`config.mk`:
```
export PLATFORM = sky130hd
export DESIGN_NAME = chan_irq_latch
export DESIGN_NICKNAME = d
export VERILOG_FILES = /design/src/rtl/chan_irq_pkg.sv /design/src/rtl/chan_flag_cell.sv /design/src/rtl/vend_io_window.sv /design/src/rtl/chan_irq_latch.sv
export SDC_FILE = /design/constraint.sdc
export NUM_CORES = 1
export LEC_CHECK = 0
export BUFFER_PORTS_ARGS = -buffer_cell sky130_fd_sc_hd__clkbuf_2
export CAP_MARGIN = 5
export CORE_MARGIN = 2
export CORE_UTILIZATION = 36
export CTS_BUF_LIST = sky130_fd_sc_hd__clkbuf_16
export CTS_CLUSTER_SIZE = 8
export DETAILED_ROUTE_END_ITERATION = 8
export PLACE_DENSITY = 0.84
export SLEW_MARGIN = 20
export SYNTH_ARGS = -nofsm -noshare
export SYNTH_HDL_FRONTEND = slang
export SYNTH_SLANG_ARGS = --single-unit
```
`constraint.sdc`:
```
create_clock -name clk -period 2.1 [get_ports clk]
set_input_delay 0.21 -clock clk [delete_from_list [all_inputs] [get_ports clk]]
set_output_delay 0.21 -clock clk [all_outputs]
set_load 0.005 [all_outputs]
```
`src/rtl/chan_irq_pkg.sv`:
```
package chan_irq_pkg;
  localparam int NCH      = 2;
  localparam int CFG_AW   = 8;
  localparam int IO_AW    = 4;
  localparam int DW       = 8;
  localparam logic [CFG_AW-1:0] CFG_FLAG0_ADDR = 8'h50;
  localparam logic [CFG_AW-1:0] CFG_FLAG1_ADDR = 8'h57;
  localparam int CFG_FLAG0_BIT = 2;
  localparam int CFG_FLAG1_BIT = 4;
  localparam logic [IO_AW-1:0] IO_VEND_OFS = 4'h1;
  localparam logic [IO_AW-1:0] IO_ST0_OFS  = 4'h2;
  localparam logic [IO_AW-1:0] IO_ST1_OFS  = 4'hA;

  function automatic logic [DW-1:0] vend_view(input logic [3:0] nib, input logic [NCH-1:0] flg);
    return {nib, flg[1], flg[0], 2'b00};
  endfunction

  function automatic logic [DW-1:0] pass_wr(input logic [IO_AW-1:0] ofs, input logic [DW-1:0] wd);
    return (ofs == IO_VEND_OFS) ? {6'b0, wd[1:0]} : wd;
  endfunction

  function automatic logic [DW-1:0] cfg_view(input logic [CFG_AW-1:0] addr, input logic [NCH-1:0] flg);
    logic [DW-1:0] r;
    r = '0;
    if (addr == CFG_FLAG0_ADDR) r[CFG_FLAG0_BIT] = flg[0];
    if (addr == CFG_FLAG1_ADDR) r[CFG_FLAG1_BIT] = flg[1];
    return r;
  endfunction
endpackage

```
`src/rtl/chan_flag_cell.sv`:
```
module chan_flag_cell (
  input  logic clk,
  input  logic rst_n,
  input  logic irq_in,
  input  logic clr_in,
  output logic flag_o
);
  always_ff @(posedge clk) begin
    if (!rst_n)      flag_o <= 1'b0;
    else if (irq_in) flag_o <= 1'b1;
    else if (clr_in) flag_o <= 1'b0;
  end

  a_r2_set: assert property (@(posedge clk) disable iff (!rst_n) irq_in |=> flag_o);
  a_r2_sticky: assert property (@(posedge clk) disable iff (!rst_n) (flag_o && !clr_in) |=> flag_o);
  a_r10_set_wins: assert property (@(posedge clk) disable iff (!rst_n) (clr_in && irq_in) |=> flag_o);
  a_r5_cleared: assert property (@(posedge clk) disable iff (!rst_n) (clr_in && !irq_in) |=> !flag_o);
endmodule

```
`src/rtl/vend_io_window.sv`:
```
module vend_io_window
  import chan_irq_pkg::*;
(
  input  logic             clk,
  input  logic             rst_n,
  input  logic             io_wr,
  input  logic [IO_AW-1:0] io_addr,
  input  logic [DW-1:0]    io_wdata,
  input  logic [DW-1:0]    bm_rdata,
  input  logic [NCH-1:0]   flags,
  output logic [DW-1:0]    io_rdata,
  output logic [DW-1:0]    io_pass_wdata,
  output logic [NCH-1:0]   io_clr,
  output logic [3:0]       nib_q
);
  logic vend_hit;
  assign vend_hit = (io_addr == IO_VEND_OFS);

  always_ff @(posedge clk) begin
    if (!rst_n)                nib_q <= '0;
    else if (io_wr && vend_hit) nib_q <= io_wdata[7:4];
  end

  assign io_clr = (io_wr && vend_hit) ? io_wdata[3:2] : '0;
  assign io_pass_wdata = pass_wr(io_addr, io_wdata);

  always_comb begin
    io_rdata = bm_rdata;
    if (vend_hit) io_rdata = vend_view(nib_q, flags);
    else if (io_addr == IO_ST0_OFS || io_addr == IO_ST1_OFS) io_rdata = bm_rdata | 8'h08;
  end

  a_r6_nib_store: assert property (@(posedge clk) disable iff (!rst_n)
    (io_wr && io_addr == IO_VEND_OFS) |=> (nib_q == $past(io_wdata[7:4])));
  a_r6_nib_hold: assert property (@(posedge clk) disable iff (!rst_n)
    !(io_wr && io_addr == IO_VEND_OFS) |=> $stable(nib_q));
  a_r8_status_bit3: assert property (@(posedge clk) disable iff (!rst_n)
    (io_addr == IO_ST0_OFS || io_addr == IO_ST1_OFS) |-> io_rdata[3]);
endmodule

```
`src/rtl/chan_irq_latch.sv`:
```
module chan_irq_latch
  import chan_irq_pkg::*;
#(
  parameter bit EXTENDED = 1'b1
) (
  input  logic              clk,
  input  logic              rst_n,
  input  logic [1:0]        drv_irq,
  input  logic              cfg_rd,
  input  logic [7:0]        cfg_addr,
  output logic [7:0]        cfg_rdata,
  input  logic              io_wr,
  input  logic [3:0]        io_addr,
  input  logic [7:0]        io_wdata,
  input  logic [7:0]        bm_rdata,
  output logic [7:0]        io_rdata,
  output logic [7:0]        io_pass_wdata,
  output logic [1:0]        bm_irq_fwd
);
  logic [NCH-1:0] flags;
  logic [NCH-1:0] io_clr;
  logic [NCH-1:0] cfg_clr;
  logic [NCH-1:0] clr_any;
  logic [NCH-1:0] fwd_mask;
  logic [3:0]     nib_q;

  assign cfg_clr[0] = cfg_rd && (cfg_addr == CFG_FLAG0_ADDR);
  assign cfg_clr[1] = cfg_rd && (cfg_addr == CFG_FLAG1_ADDR);
  assign clr_any    = cfg_clr | io_clr;
  assign cfg_rdata  = cfg_view(cfg_addr, flags);

  for (genvar c = 0; c < NCH; c++) begin : g_ch
    chan_flag_cell u_cell (
      .clk    (clk),
      .rst_n  (rst_n),
      .irq_in (drv_irq[c]),
      .clr_in (clr_any[c]),
      .flag_o (flags[c])
    );
  end

  if (EXTENDED) begin : g_ext
    assign fwd_mask = nib_q[1:0];
  end else begin : g_base
    assign fwd_mask = '0;
  end

  assign bm_irq_fwd = drv_irq & ~fwd_mask;

  vend_io_window u_win (
    .clk           (clk),
    .rst_n         (rst_n),
    .io_wr         (io_wr),
    .io_addr       (io_addr),
    .io_wdata      (io_wdata),
    .bm_rdata      (bm_rdata),
    .flags         (flags),
    .io_rdata      (io_rdata),
    .io_pass_wdata (io_pass_wdata),
    .io_clr        (io_clr),
    .nib_q         (nib_q)
  );

  a_r3_cfg_clear0: assert property (@(posedge clk) disable iff (!rst_n)
    (cfg_rd && cfg_addr == CFG_FLAG0_ADDR && !drv_irq[0]) |=> !flags[0]);
  a_r4_cfg_clear1: assert property (@(posedge clk) disable iff (!rst_n)
    (cfg_rd && cfg_addr == CFG_FLAG1_ADDR && !drv_irq[1]) |=> !flags[1]);
  a_r9_mask_ch0: assert property (@(posedge clk) disable iff (!rst_n)
    (EXTENDED && nib_q[0]) |-> !bm_irq_fwd[0]);
  a_r9_mask_ch1: assert property (@(posedge clk) disable iff (!rst_n)
    (EXTENDED && nib_q[1]) |-> !bm_irq_fwd[1]);
endmodule

```
==> impl_summary.md <==
CTS
Gates resized during post-CTS repair numbered 0. The clock transition at the registers of the reported paths is ~30 ps. Buffers inserted to repair hold after CTS numbered 0.

The clock insertion delay at the later pin of the skew report is around 230 ps. The number of setup buffers added after CTS is 0. TritonCTS built the clock tree. The number of CTS-inserted buffers is 3.

The buffer depth of the longest clock path is 2. The clock root buffer is clkbuf_16. CTS built an H-tree with a depth of 1.

Counting every sink on the clock net gives 6.

Yosys
The number of enable-type register cells in the synthesized netlist is 0. Averaged over all synthesized cells, the footprint is 7.01 sq um. The number of synthesized register bits is 6. The most frequently used flop master after synthesis is dfxtp_1.

The number of distinct standard cells referenced by the synthesized netlist is 24. The post-synthesis cell count is 80. The area fraction of the dominant cell type after synthesis is 0.214. The Yosys warning count is 0. The netlist area before placement is roughly 560 sq um. The share of synthesized area occupied by flip-flops and latches is 0.214. The top cell type by total area after synthesis is dfxtp_1. Of all flip-flops after synthesis, the portion carrying an async set or reset was 0.

Ranked by total cell area, the synthesized netlist is headed by dfxtp_1 (21%), nand2_1 (11%), buf_4 (11%).

Worst setup path
Walking the worst path, the cells encountered are clkbuf_2, or4b_1, and2_1, clkbuf_2. Data on the critical path arrives at its endpoint at 1480 ps. The library cell contributing the largest single delay on the critical path is or4b_1. For the worst setup path, the data required time is around 1900 ps. In this design, the stage delay of the slowest critical-path cell is between 700 and 800 ps. The most frequent cell on the critical path is clkbuf_2. In this run the register-to-register setup slack is 1370 ps. The critical path launch point type is a primary input. The number of buffers and inverters on the critical path is 2. Among cell families on the critical path, the largest total delay comes from simple AND/OR/NAND/NOR gates.

The critical path endpoint category is an output port. The worst setup path category is in -> out. Along the worst path, the maximum fanout reaches 17.

Timing
Across the routed clock network, the largest skew measured is 0 ps. The total count of max-transition violations in the final report is 0. The routed design could run at a clock period as short as 1690 ps. Setup repair after global routing left no endpoint under its margin. Derived from the worst setup path, the maximum achievable clock frequency is between 500 and 600 MHz. The summed negative setup slack over all endpoints is 0 ps. Setup violations remaining at the end of the flow were counted as 0. In the finished design, the share of the clock period the worst path needs comes to 0.802. The count of endpoints failing hold in the final timing report is 0.

Routing
The met3 wire length is a little under 200 microns. The residual DRC count is 0. Summed over all nets, wire length on met2 after detailed routing comes to 713 microns. The remaining antenna violation count after routing is 0. The detailed router finished its first iteration with 17 violations.

The first-pass iteration count of the detailed router is 4. The highest metal layer with signal wires is met4. The detailed router placed 712 vias in this run. After detailed routing, the average wire length per cell comes to 10.7 microns. After detailed routing, the total wire length is 1520 microns. In the final routing, the length of wire on met1 measures 595 microns. The via-per-instance ratio is 4.98.

Die
The height of the die is 43.5 microns. The floorplan step set the die width to roughly 43 microns. The starting density of the core is 0.376. The top-level I/O count is 60. The area of the core is about 1500 sq um. The die covers roughly 1900 sq um. The standard-cell row count is 14.

Job
Across the run, the number of max-cap violations was 0.

Power and ir drop
The internal power contribution is roughly 420 uW. The cell leakage power is approximately 0.00047 uW. The analysis attributes to net switching a power of about 110 uW. The worst-case IR drop observed on VDD is 0.292 mV. In this run the power density over the cells is around 630 nW/um^2. Of the total power, the share spent switching nets is 0.212. Of the total power, registers draw 0.230. The fraction of power consumed by the clock network is 0.577. Of the total power, combinational logic draws 0.193.

Global route
Entering global routing, the biggest net connects 18 pins. The first global-routing pass estimated between 2000 and 2500 microns of wire. In the global route stage, overall resource usage came out at 0.165. The initial antenna violation count is 0.

The via count of the first global-routing pass is 572. The overflow left after global routing is 0.

Placed design
The congestion estimate from routability-driven global placement came to approximately 0.8. Detailed placement finished with a half-perimeter wire length of 1220 microns. The count of port buffers added during placement is between 40 and 50.

Summing all placed instances gives a cell area of 777 sq um.

Run status
The run finished with clean final reports.

Finish
The area of all sequential standard cells is between 100 and 150 sq um. The relative area change from synthesis to final layout is 52.0%. The filler cells instantiated in the layout total roughly 140.

The fraction of final layout cells with drive strength greater than 1 is 0.465. The area of all placed cells without fillers is 852 sq um. The multi-input combinational cells in the finished layout cover a total of 373 sq um.

The top cell types in the final layout, fill and taps aside, are clkbuf_2 (49), nand2_1 (17), conb_1 (6), dfxtp_1 (6). The library cell used most frequently in the layout, excluding fill and tap cells, is clkbuf_2. At the end of the flow, the number of nets in the layout was 163. The repair_antennas step left the layout with diodes totalling 0.

Min path
The class of the tightest hold or removal check is in -> reg.
-- metal layers --
layer  track usage  up-vias
met5             0        -
met2         0.281       46
met1         0.175      303
met4         0.115        0
met3        0.0458        4
li1              -      359
-- power by group through the flow --
stage	Clock, uW	Combinational (uW)	Sequential (uW)
final	308	103	123
after global routing	320	115	123
after CTS	314	103	123
after detailed placement	0	102	124
after global placement	0	99.9	124
after floorplan	0	56.4	123
-- state kept, by name (all words and copies together), names as in the netlist --
name and cells:
u_win.nib_q 4, g_ch.u_cell.flag_o 2
-- cells in the mapped netlist, drive strengths merged, types with 2 or more instances --
master	number
o21ai	5
a21oi	5
nand2	17
nor2b	3
nor4b	3
inv	3
buf	11
dfxtp	6
and3	2
a31oi	2
and2	8
a22o	2
nand3	5
-- metrics by stage --
| step | std cells | util | total power (uW) | setup WS [ps] | hold slack (ps) |
|---|---|---|---|---|---|
| final | 143 | 0.572 | 534 | 415 | 209 |
| after global routing | 143 | 0.572 | 557 | 332 | 240 |
| after CTS | 143 | 0.572 | 540 | 424 | 209 |
| after detailed placement | 140 | 0.522 | 227 | 423 | 420 |
| after global placement | 140 | 0.522 | 224 | 446 | 420 |
| after floorplan | 85 | - | 179 | 752 | 343 |
-- kinds of logic (layout without fill, tap and decap cells) --
kind of cell | Yosys count | in the layout | synth area share
and+or+nand+nor | 44 | 44 | 0.455
AOI/OAI and AO/OA | 15 | 15 | 0.158
buffers and inverters | 14 | 56 | 0.165
DFF | 6 | 6 | 0.214
other | 1 | 6 | 0.00669
-- layout make-up --
class	count	area share
tap	16	0.0235
timing repair buffer	50	0.297
clock buffer	3	0.0881
inverter	3	0.0132
multi-input combinational	65	0.438
sequential	6	0.141
-- worst register-to-register path, stage by stage (launching register included) --
cell,delay (ps)
dfxtp_1,350
nand2_1,60
a31oi_1,140
a22o_1,130
-- final timing paths --
kind	end	start	cells after the start
max	io_pass_wdata[6]	io_addr[1]	4
min	g_ch[0].u_cell.flag_o$_SDFFE_PN0P_	drv_irq[0]	2
max reg2reg	g_ch[0].u_cell.flag_o$_SDFFE_PN0P_	g_ch[0].u_cell.flag_o$_SDFFE_PN0P_	3
min reg2reg	u_win.nib_q[2]$_SDFFE_PN0N_	u_win.nib_q[2]$_SDFFE_PN0N_	2
No activity file was read; power rests on OpenSTA's default activity.
